==> src/rtl/accu_pkg.sv <==
package accu_pkg;
  typedef enum logic [2:0] {
    OP_ADD   = 3'd0,
    OP_SUB   = 3'd1,
    OP_CMP   = 3'd2,
    OP_INC   = 3'd3,
    OP_DEC   = 3'd4,
    OP_STORE = 3'd5,
    OP_LOAD  = 3'd6,
    OP_NONE  = 3'd7
  } op_e;

  typedef enum logic [3:0] {
    CC_ALWAYS = 4'd0,
    CC_EQ     = 4'd1,
    CC_NE     = 4'd2,
    CC_CS     = 4'd3,
    CC_CC     = 4'd4,
    CC_HI     = 4'd5,
    CC_LS     = 4'd6,
    CC_MI     = 4'd7,
    CC_PL     = 4'd8,
    CC_VS     = 4'd9,
    CC_VC     = 4'd10
  } cond_e;

  typedef struct packed {
    logic n;
    logic z;
    logic v;
    logic c;
  } ccr_t;
endpackage

==> src/rtl/accu_arith.sv <==
module accu_arith
  import accu_pkg::*;
#(
  parameter int W = 8
) (
  input  op_e          op,
  input  logic [W-1:0] acc,
  input  logic [W-1:0] opnd,
  input  ccr_t         flags_in,
  output logic [W-1:0] result,
  output ccr_t         flags_nxt,
  output logic         acc_we
);
  localparam int M = W - 1;
  localparam logic [W-1:0] ONE     = {{M{1'b0}}, 1'b1};
  localparam logic [W-1:0] POS_MAX = {1'b0, {M{1'b1}}};
  localparam logic [W-1:0] NEG_MIN = {1'b1, {M{1'b0}}};

  logic [W:0] sum_w;
  logic [W:0] diff_w;

  assign sum_w  = {1'b0, acc} + {1'b0, opnd};
  assign diff_w = {1'b0, acc} - {1'b0, opnd};

  always_comb begin
    result    = acc;
    flags_nxt = flags_in;
    acc_we    = 1'b0;
    unique case (op)
      OP_ADD: begin
        result      = sum_w[M:0];
        acc_we      = 1'b1;
        flags_nxt.c = sum_w[W];
        flags_nxt.v = (acc[M] == opnd[M]) && (sum_w[M] != acc[M]);
      end
      OP_SUB, OP_CMP: begin
        result      = diff_w[M:0];
        acc_we      = (op == OP_SUB);
        flags_nxt.c = diff_w[W];
        flags_nxt.v = (acc[M] != opnd[M]) && (diff_w[M] != acc[M]);
      end
      OP_INC: begin
        result      = acc + ONE;
        acc_we      = 1'b1;
        flags_nxt.v = (acc == POS_MAX);
      end
      OP_DEC: begin
        result      = acc - ONE;
        acc_we      = 1'b1;
        flags_nxt.v = (acc == NEG_MIN);
      end
      OP_STORE: begin
        result      = acc;
        flags_nxt.v = 1'b0;
      end
      OP_LOAD: begin
        result      = opnd;
        acc_we      = 1'b1;
        flags_nxt.v = 1'b0;
      end
      default: begin
        result = acc;
      end
    endcase
    if (op != OP_NONE) begin
      flags_nxt.n = result[M];
      flags_nxt.z = (result == '0);
    end
  end
endmodule

==> src/rtl/accu_state.sv <==
module accu_state
  import accu_pkg::*;
#(
  parameter int W = 8
) (
  input  logic         clk,
  input  logic         rst,
  input  logic         strobe,
  input  op_e          op,
  input  logic         acc_we,
  input  logic [W-1:0] result,
  input  ccr_t         flags_nxt,
  output logic [W-1:0] acc_q,
  output ccr_t         flags_q
);
  always_ff @(posedge clk) begin
    if (rst) begin
      acc_q   <= '0;
      flags_q <= '0;
    end else if (strobe) begin
      if (acc_we) acc_q <= result;
      flags_q <= flags_nxt;
    end
  end

  p_cmp_acc_hold_r3: assert property (@(posedge clk) disable iff (rst)
    (strobe && op == OP_CMP) |=> $stable(acc_q));

  p_carry_hold_r5: assert property (@(posedge clk) disable iff (rst)
    (strobe && (op == OP_INC || op == OP_DEC || op == OP_STORE || op == OP_LOAD))
      |=> $stable(flags_q.c));

  p_idle_hold_r8: assert property (@(posedge clk) disable iff (rst)
    (!strobe || op == OP_NONE) |=> ($stable(acc_q) && $stable(flags_q)));

  p_reset_clear_r11: assert property (@(posedge clk)
    rst |=> (acc_q == '0 && flags_q == '0));
endmodule

==> src/rtl/accu_branch.sv <==
module accu_branch
  import accu_pkg::*;
(
  input  logic [3:0] cond,
  input  ccr_t       flags,
  output logic       taken
);
  always_comb begin
    unique case (cond)
      CC_ALWAYS: taken = 1'b1;
      CC_EQ:     taken = flags.z;
      CC_NE:     taken = !flags.z;
      CC_CS:     taken = flags.c;
      CC_CC:     taken = !flags.c;
      CC_HI:     taken = !(flags.c || flags.z);
      CC_LS:     taken = flags.c || flags.z;
      CC_MI:     taken = flags.n;
      CC_PL:     taken = !flags.n;
      CC_VS:     taken = flags.v;
      CC_VC:     taken = !flags.v;
      default:   taken = 1'b0;
    endcase
  end
endmodule

==> src/rtl/accu_flag_unit.sv <==
module accu_flag_unit
  import accu_pkg::*;
#(
  parameter int W = 8
) (
  input  logic         clk,
  input  logic         rst,
  input  logic         op_valid,
  input  logic [2:0]   op_code,
  input  logic [W-1:0] operand,
  input  logic [3:0]   cond_sel,
  output logic [W-1:0] acc_out,
  output logic [3:0]   flags_out,
  output logic [W-1:0] result_bus,
  output logic         branch_taken
);
  op_e          op;
  logic [W-1:0] acc_q;
  ccr_t         flags_q;
  ccr_t         flags_nxt;
  logic         acc_we;

  assign op = op_e'(op_code);

  accu_arith #(.W(W)) u_arith (
    .op       (op),
    .acc      (acc_q),
    .opnd     (operand),
    .flags_in (flags_q),
    .result   (result_bus),
    .flags_nxt(flags_nxt),
    .acc_we   (acc_we)
  );

  accu_state #(.W(W)) u_state (
    .clk      (clk),
    .rst      (rst),
    .strobe   (op_valid),
    .op       (op),
    .acc_we   (acc_we),
    .result   (result_bus),
    .flags_nxt(flags_nxt),
    .acc_q    (acc_q),
    .flags_q  (flags_q)
  );

  accu_branch u_branch (
    .cond (cond_sel),
    .flags(flags_q),
    .taken(branch_taken)
  );

  assign acc_out   = acc_q;
  assign flags_out = flags_q;

  p_zero_tracks_bus_r1: assert property (@(posedge clk) disable iff (rst)
    (op_valid && (op == OP_ADD || op == OP_SUB || op == OP_CMP))
      |=> (flags_out[2] == ($past(result_bus) == '0)));

  p_sub_lands_r2: assert property (@(posedge clk) disable iff (rst)
    (op_valid && op == OP_SUB) |=> (acc_out == $past(result_bus)));
endmodule

==> config.mk <==
export PLATFORM = sky130hd
export DESIGN_NAME = accu_flag_unit
export DESIGN_NICKNAME = d
export VERILOG_FILES = /design/src/rtl/accu_pkg.sv /design/src/rtl/accu_arith.sv /design/src/rtl/accu_state.sv /design/src/rtl/accu_branch.sv /design/src/rtl/accu_flag_unit.sv
export SDC_FILE = /design/constraint.sdc
export NUM_CORES = 1
export LEC_CHECK = 0
export ABC_CLOCK_PERIOD_IN_PS = 8500
export CAP_MARGIN = 20
export CORE_ASPECT_RATIO = 1.25
export CORE_MARGIN = 5
export CORE_UTILIZATION = 58
export CTS_CLUSTER_DIAMETER = 100
export DETAILED_ROUTE_END_ITERATION = 10
export GPL_TIMING_DRIVEN = 0
export PLACE_DENSITY = 0.9
export SETUP_SLACK_MARGIN = 0.3
export SLEW_MARGIN = 10
export SYNTH_ARGS = -nofsm -noshare
export SYNTH_HDL_FRONTEND = slang
export SYNTH_HIERARCHICAL = 1
export SYNTH_SLANG_ARGS = --single-unit
==> constraint.sdc <==
create_clock -name clk -period 8.5 [get_ports clk]
set_input_delay 0.85 -clock clk [delete_from_list [all_inputs] [get_ports clk]]
set_output_delay 0.85 -clock clk [all_outputs]
set_load 0.1 [all_outputs]
# Word-level counts from Yosys, hierarchy flattened
# Index checks and enable logic that the tools add are counted.
[op_classes]
n_addsub = 4
n_eq_ne = 23
n_mux = 5
reduce_logical = 20
[ops]
columns = ["op", "count"]
rows = [
  ["case mux 8 bit (5 select lines)", 1],
  ["equality test 4 x 3 -> 1 bit, second input constant", 4],
  ["equality test 4 bit, second input constant", 3],
  ["case mux 1 bit (11 select lines)", 1],
  ["adder 8 x 8 -> 9 bit", 1],
  ["equality test 3 bit, second input constant", 3],
  ["subtractor 8 x 8 -> 9 bit", 1],
  ["adder 8 x 1 -> 8 bit, second input constant", 1],
  ["equality test 4 x 2 -> 1 bit, second input constant", 2],
  ["equality test 8 x 7 -> 1 bit, second input constant", 1],
  ["equality test 8 bit, second input constant", 1],
  ["zero test 8 bit", 1],
  ["AND reduction 2 bit", 4],
  ["subtractor 8 x 1 -> 8 bit, second input constant", 1],
  ["equality test 3 x 2 -> 1 bit, second input constant", 2],
  ["zero test 1 bit", 5],
  ["case mux 1 bit (5 select lines)", 1],
  ["nonzero test 5 bit", 1],
  ["equality test 4 x 1 -> 1 bit, second input constant", 1],
  ["zero test 4 bit", 1],
  ["case mux 1 bit (2 select lines)", 2],
  ["OR reduction 2 bit", 2],
  ["OR reduction 4 bit", 1],
  ["equality test 3 x 1 -> 1 bit, second input constant", 1],
  ["7 further kinds", 10],
]
[totals]
out_inout_bits = 21
in_bits = 18
elab_cells = 57
regBits = 12

# Longest topological paths before layout
# Gate-level depths: netlist of run 1.
[depth]
depth_word = 4
depth_mapped = 16
mapped_depth_nobuf = 13

# By module
# Netlist of run 1, hierarchy kept.
[modules_own_cells]
columns = ["mod", "cells_each", "instances", "area_per_inst_um2", "seq_area_each_um2"]
rows = [
  ["accu_arith", 249, 1, 1581.5, 0.0],
  ["accu_state", 49, 1, 503.0, 240.2],
  ["accu_branch", 15, 1, 100.1, 0.0],
]

# Worst setup path before layout of run 1
# No wires, ideal clock.
[synth_timing]
path_kind = "reg-to-reg"
from = "reg u_state.acc_q[0]"
to = "reg, netlist name u_state/flags_q[2]"
setup_slack_ps = 2172
period_less_slack_ps = 6328
arrival_time_ps = 6198
path_buffers = 0
path_stages_with_launch = 10
required_time_ps = 8370
path_cell_list = "dfxtp_1 -> nor3_1 -> nor3b_1 -> a21oi_1 -> o311ai_0 -> or4_1 -> nor4_2 -> a32o_1 -> mux2i_1 -> nor2_1"
[synth_via]
elab_chain_cells = 3
[synth_lines]
columns = ["item", "line", "source"]
rows = [
  ["start, declared", "accu_state.sv:13", "output logic [W-1:0] acc_q,"],
  ["start signal, assigned", "accu_state.sv:21", "if (acc_we) acc_q <= result;"],
  ["subtractor 8 x 1 -> 8 bit, or another cell as far along", "accu_arith.sv:48", "result = acc - ONE;"],
  ["case mux 8 bit (5 select lines) (*)", "accu_arith.sv:29", "unique case (op)"],
  ["net result_bus[3]", "accu_flag_unit.sv:14", "output logic [W-1:0] result_bus,"],
  ["zero test 8 bit (*)", "accu_arith.sv:67", "flags_nxt.z = (result == '0);"],
]
# The timed path passes the listed nets; every way through them passes the cells marked *.
# A chain may end at the register's enable or synchronous reset.

# Final worst setup path of run 1
[layout_timing]
from = "in op_code[2]"
to = "out result_bus[6]"
[layout_via]
elab_chain_cells = 3
[layout_lines]
columns = ["item", "line", "source"]
rows = [
  ["start, declared", "accu_flag_unit.sv:9", "input logic [2:0] op_code,"],
  ["equality test 3 x 2 -> 1 bit or equality test 3 x 1 -> 1 bit (tied branches)", "accu_arith.sv:29", ""],
  ["OR reduction 2 bit", "accu_arith.sv:29", ""],
  ["case mux 8 bit (5 select lines) (*)", "accu_arith.sv:29", ""],
  ["end, declared", "accu_flag_unit.sv:14", ""],
]
# Every way passes the cells marked *; elsewhere a longest branch is shown, timed or not.

==> results of run 1 <==
==> state kept, by name, indices dropped and copies added (netlist names) <==
register	flops
u_state/acc_q	8
u_state/flags_q	4
==> critical path: cells and delay by family <==
family | cells | cell delay [ns]
xor+xnor | 1 | 0.12
fa+ha+maj | 1 | 0.19
compound gates | 4 | 0.47
buf+inv | 5 | 2.31
simple gates | 4 | 1.22
==> cells in the mapped netlist (all sizes together), types with 2 or more instances <==
cell | n | area, µm²
ha | 17 | 213
nor2b | 4 | 25.0
fa | 2 | 40.0
o31ai | 2 | 20.0
a32o | 2 | 20.0
nor4b | 2 | 17.5
nand3 | 16 | 80.1
mux2i | 6 | 60.1
nand2b | 4 | 25.0
o311ai | 3 | 26.3
or4 | 3 | 26.3
and3 | 3 | 18.8
a221oi | 2 | 17.5
xor2 | 3 | 26.3
o21bai | 2 | 15.0
nor4 | 4 | 31.3
nor3b | 4 | 30.0
nor3 | 9 | 45.0
or3 | 4 | 25.0
and2 | 3 | 18.8
nand3b | 2 | 15.0
a22oi | 2 | 15.0
nor2 | 23 | 86.3
o22ai | 4 | 25.0
o32ai | 2 | 17.5
o211ai | 3 | 22.5
dfxtp | 12 | 240
buf | 14 | 96.3
a211oi | 5 | 37.5
mux2 | 2 | 22.5
o41ai | 2 | 17.5
nand2 | 21 | 78.8
a21o | 2 | 15.0
xnor2 | 9 | 78.8
nand4 | 2 | 12.5
o21a | 2 | 15.0
clkbuf | 11 | 41.3
a21oi | 41 | 213
a21bo | 8 | 80.1
o21ai | 17 | 85.1
inv | 21 | 78.8
==> cells by family after synthesis <==
| logic type | after synthesis | synth area share, % |
|---|---|---|
| XOR/XNOR | 12 | 4.81 |
| buffers and inverters | 46 | 9.91 |
| multiplexers | 8 | 3.78 |
| AO/OA/AOI/OAI | 110 | 33.7 |
| AND/OR/NAND/NOR | 106 | 25.2 |
| adder cells (fa/ha/maj) | 19 | 11.6 |
| flip-flops | 12 | 11.0 |
==> layer usage <==
metal | part of all wire (%) | vias to the layer above
met5 | 0 | -
met4 | 4.7 | 0
met3 | 7.8 | 27
met2 | 48 | 163
met1 | 39 | 1189
li1 | - | 1230
==> stage by stage <==
stage / instance area (µm²) / worst slack [ns] / utilization [%] / std cells
after global placement: 2580 / 2.62 / 69.4 / 388
after CTS: 2640 / 2.57 / 70.9 / 392
after global routing: 2640 / 2.08 / 70.9 / 392
final: 2640 / 2.49 / 70.9 / 392
after detailed placement: 2580 / 2.59 / 69.4 / 388
after floorplan: 2180 / 2.17 / - / 313
==> path summary, 6_finish.rpt <==
| kind | start | to | slack (ns) | cells past startpoint |
|---|---|---|---|---|
| setup / recovery | op_code[2] | result_bus[6] | 2.49 | 15 |
| hold / removal | u_state/flags_q[3]$_SDFFE_PP0P_ | u_state/flags_q[3]$_SDFFE_PP0P_ | 0.57 | 2 |
| setup reg to reg | u_state/acc_q[1]$_SDFFE_PP0P_ | u_state/flags_q[2]$_SDFFE_PP0P_ | 5.20 | 11 |
| hold reg to reg | u_state/flags_q[3]$_SDFFE_PP0P_ | u_state/flags_q[3]$_SDFFE_PP0P_ | 0.57 | 2 |
==> final cells by class <==
cell class	instances	area, µm²
Buffer	25	138
Clock buffer	4	55.1
Fill cell	318	1080
Inverter	21	78.8
Multi-Input combinational cell	255	1730
Sequential cell	12	240
Tap cell	40	50.0
Timing Repair Buffer	35	350
==> power by group <==
| part | internal (mW) | switching [mW] |
|---|---|---|
| registers | 0.0605 | 0.00933 |
| logic | 0.0783 | 0.181 |
| clock network | 0.0409 | 0.0216 |
| total | 0.180 | 0.211 |
==> impl_metrics.tcl, run 1 <==
set metrics [dict create \
    insertion_delay_ns 0.24 \
    finalClockSkew_ns 0.00182 \
    ys_types 63 \
    slew_headroom_pct 33.4 \
    io_pins 39 \
    synth_edf_count 0 \
    maxCapViolations 0 \
    startpoint_type "primary input" \
    die_area_um2 5100 \
    drt_wl_total_mm 7.06 \
    synth_area_um2 2180 \
    synth_flop_cell "dfxtp_1" \
    io_buffers 35 \
    grt_pass1_wl_mm 11.1 \
    min_period_ns 6.01 \
    drtIter0Drc 286 \
    vdd_ir_drop_max_mv 0.0646 \
    cts.clk_slew.worst_paths_ns 0.05 \
    outcome "completed" \
    p_leak_nw 1.08 \
    fp.dieH_um 78.6 \
    finalSetupTns_ns 0 \
    nNetsFinal 390 \
    mostFrequentLayoutCells "39 x a21oi_1, 35 x clkdlybuf4s50_1, 23 x nor2_1" \
    cts_setup_buffers 0 \
    wl_per_cell_um 18.0 \
    antennaDiodeCount 0 \
    cts_made_buffers 3 \
    gr-usage-met3_pct 2.58 \
    overflow 0 \
    tritoncts "built" \
    cts_hold_buf 0 \
    syn2layout_area_growth_pct 20.8 \
    hp-class "reg -> reg" \
    start_util_pct 58.7 \
    grt_antenna_before_repair 0 \
    drive_above_1_share_pct 7.10 \
    ant_nets 0 \
    vias 2609 \
    worst-path-max-fanout 10 \
    grt_max_degree 13 \
    route.detailed.drc 0 \
    syn_area_per_cell_um2 6.98 \
    cts-resized-gates 0 \
    cts_sinks 12 \
    worstPathRequired_ns 7.65 \
    synthArstFlopShare_pct 0 \
    synth_nets 350 \
    core_area_um2 3720 \
    ys_seq_area_share_pct 11.0 \
    slowest_delay_ns 1.01 \
    final_common_cell "a21oi_1" \
    rsz0062_at_grt "false" \
    crit_path_end_kind "output port" \
    slew_viol_final 0 \
    clockBufferDepth 2 \
    use_met1_pct 31.8 \
    setup-violations-final 0 \
    total_power_uw 391 \
    die_w_um 64.9 \
    clock.fmax_mhz 167 \
    synth_cells 313 \
    via_per_inst 6.66 \
    p_per_area_nw_per_um2 148 \
    tightest_slew_ns 0.996 \
    synth_warnings 6 \
    fp-row-count 25 \
    cts_root_buffer "clkbuf_8" \
    hold-worst-slack_ns 0.574 \
    fin_crit_sh_pct 70.7 \
    htreeDepth 1 \
    hold_viol 0 \
    first_pass_iters 5 \
    path_cells "clkdlybuf4s50_1 > nor3b_1 > clkbuf_1 > xnor2_1 > ha_1 > clkbuf_1 > or3_1 > a21oi_1 > o21ai_0 > nand2_1 > o21ai_1 > o211ai_1 > nor4b_1 > inv_1 > clkdlybuf4s50_1" \
    grtUsageMet2_pct 48.0 \
    synth_seq_cells 12 \
    grt_usage_pct 27.2 \
    dp_hpwl_mm 5.36 \
    gp_congestion 0.993 \
    top_usage_layer "met2" \
    cp.arrival_ns 5.16 \
    critPathSlowestCell "clkdlybuf4s50_1" \
    grt_pass1_vias 2408 \
    path_class "in -> out" \
]
(Power assumes the default switching activity.)
==> run 2: changes to the inputs <==
Settings changed: ABC_CLOCK_PERIOD_IN_PS 8500 to 6100, CORE_UTILIZATION 58 to 54, PLACE_DENSITY 0.9 to 0.85.
Clock period 8.5 ns to 6.1 ns, I/O delays scaled along.
==> impl_metrics.tcl, run 2 (synthesis gave the netlist of run 1 again) <==
set metrics [dict create \
    setup-violations-final 0 \
    finalClockSkew_ns 0.000479 \
    rsz0062_at_grt "false" \
    insertion_delay_ns 0.24 \
    drtIter0Drc 185 \
    startpoint_type "primary input" \
    slew_headroom_pct 34.1 \
    worst-path-max-fanout 3 \
    syn2layout_area_growth_pct 21.9 \
    io_buffers 35 \
    maxCapViolations 0 \
    final_common_cell "a21oi_1" \
    grt_max_degree 13 \
    start_util_pct 56.8 \
    cp.arrival_ns 4.45 \
    hold_viol 0 \
    grt_pass1_vias 2417 \
    fin_crit_sh_pct 82.9 \
    n_fill_cell 356 \
    outcome "completed" \
    cts_setup_buffers 0 \
    dp_hpwl_mm 5.52 \
    mostFrequentLayoutCells "39 x a21oi_1, 33 x clkdlybuf4s50_1, 23 x nor2_1" \
    overflow 0 \
    drive_above_1_share_pct 7.10 \
    io_pins 39 \
    antennaDiodeCount 0 \
    cts_hold_buf 0 \
    cts.clk_slew.worst_paths_ns 0.05 \
    htreeDepth 1 \
    drt_wl_total_mm 7.08 \
    r2r_end "u_state/flags_q[2]$_SDFFE_PP0P_" \
    dpl_cell_area_um2 2600 \
    vdd_ir_drop_max_mv 0.0907 \
    fp-row-count 25 \
    clockBufferDepth 2 \
    crit_start "operand[1]" \
    finalInstanceArea_um2 2660 \
    switching_share_pct 53.9 \
    slew_viol_final 0 \
    grt_pass1_wl_mm 11.3 \
    tightest_slew_ns 0.986 \
    core_area_um2 3850 \
    first_pass_iters 5 \
    cts_root_buffer "clkbuf_8" \
    top_regs "u_state/acc_q (8), u_state/flags_q (4)" \
    fp.dieH_um 81.1 \
    clock.fmax_mhz 198 \
    combPwrFrac_pct 66.2 \
    worstPathRequired_ns 5.49 \
    reg2regPathDepth 11 \
    die_area_um2 5430 \
    seqPwrFrac_pct 17.9 \
    crit_path_end_kind "output port" \
    timing.rr.start "u_state/acc_q[1]$_SDFFE_PP0P_" \
    finalSetupTns_ns 0 \
    route.detailed.drc 0 \
    nNetsFinal 390 \
    p_leak_nw 1.10 \
    ant_nets 0 \
    largest_register_ffs 8 \
    hp-class "reg -> reg" \
    die_w_um 66.9 \
    r2r_slack_ns 2.76 \
    gp_congestion 0.952 \
    cts_made_buffers 3 \
    clkPwrFrac_pct 16.0 \
    power_switching_uw 293 \
    p_int_uw 250 \
    grt_usage_pct 26.5 \
    largest-register "u_state/acc_q" \
    p_per_area_nw_per_um2 204 \
    vias 2583 \
    path_class "in -> out" \
    via_per_inst 6.36 \
    wl_per_cell_um 17.4 \
    min_period_ns 5.06 \
    grt_antenna_before_repair 0 \
    cts_sinks 12 \
    tritoncts "built" \
    crit_end "result_bus[7]" \
]
==> run 2: what timing repair did <==
item,CTS,global route
endpoints found under the hold margin,0,0
setup endpoints to repair,0,2
gates resized for setup,0,2
==> run 2: stage by stage <==
step	setup WS, ns	util [%]	hold WS [ns]	power (mW)	std cells
floorplan	1.09	-	0.679	0.367	313
global placement	0.777	67.6	0.550	0.450	402
global route	0.683	69.2	0.609	0.573	406
CTS	0.701	69.1	0.568	0.541	406
finish	1.04	69.2	0.571	0.544	406
detailed placement	0.724	67.6	0.556	0.453	402
==> run 2: per-layer routing <==
| layer | vias to the layer above | share of wire [%] | track usage [%] |
|---|---|---|---|
| met1 | 1183 | 40 | 31.3 |
| met5 | - | 0 | 0 |
| met3 | 24 | 7.4 | 2.07 |
| met4 | 0 | 2.8 | 8.72 |
| met2 | 145 | 50 | 49.5 |
| li1 | 1231 | - | - |
==> run 2: worst min path at each step <==
stage | startpoint | end | slack, ns | cells past startpoint
final | u_state/flags_q[3]$_SDFFE_PP0P_ | u_state/flags_q[3]$_SDFFE_PP0P_ | 0.57 | 2
after global routing | u_state/flags_q[3]$_SDFFE_PP0P_ | u_state/flags_q[3]$_SDFFE_PP0P_ | 0.61 | 2
after CTS | u_state/flags_q[3]$_SDFFE_PP0P_ | u_state/flags_q[3]$_SDFFE_PP0P_ | 0.57 | 2
after detailed placement | u_state/flags_q[3]$_SDFFE_PP0P_ | u_state/flags_q[3]$_SDFFE_PP0P_ | 0.56 | 2
after global placement | u_state/flags_q[3]$_SDFFE_PP0P_ | u_state/flags_q[3]$_SDFFE_PP0P_ | 0.55 | 2
after floorplan | rst | u_state/acc_q[5]$_SDFFE_PP0P_ | 0.68 | 1
==> run 2: power by group through the flow <==
stage	combinational (mW)	sequential, mW	clock, mW
after floorplan	0.232	0.135	0
after global placement	0.351	0.0983	0
after detailed placement	0.355	0.0982	0
after CTS	0.356	0.0967	0.0881
after global routing	0.381	0.0986	0.0932
final	0.360	0.0971	0.0867
==> run 2: worst max-delay path, cell delays in order <==
cell and delay [ns]:
clkdlybuf4s50_1 0.51, inv_1 0.11, ha_1 0.33, nor2b_1 0.07, o311a_1 0.32, or4_1 0.41, a21oi_1 0.31, xnor2_1 0.16
nor2_1 0.06, o32ai_1 0.45, inv_1 0.11, clkdlybuf4s50_1 0.99
==> run 2: final cells by class <==
class | instances | area (µm²) | area share [%]
multi-input combinational | 255 | 1730 | 64.9
inverter | 21 | 78.8 | 2.96
clock buffer | 4 | 55.1 | 2.07
buffer | 25 | 138 | 5.17
sequential | 12 | 240 | 9.02
tap | 54 | 67.6 | 2.54
timing repair buffer | 35 | 355 | 13.3
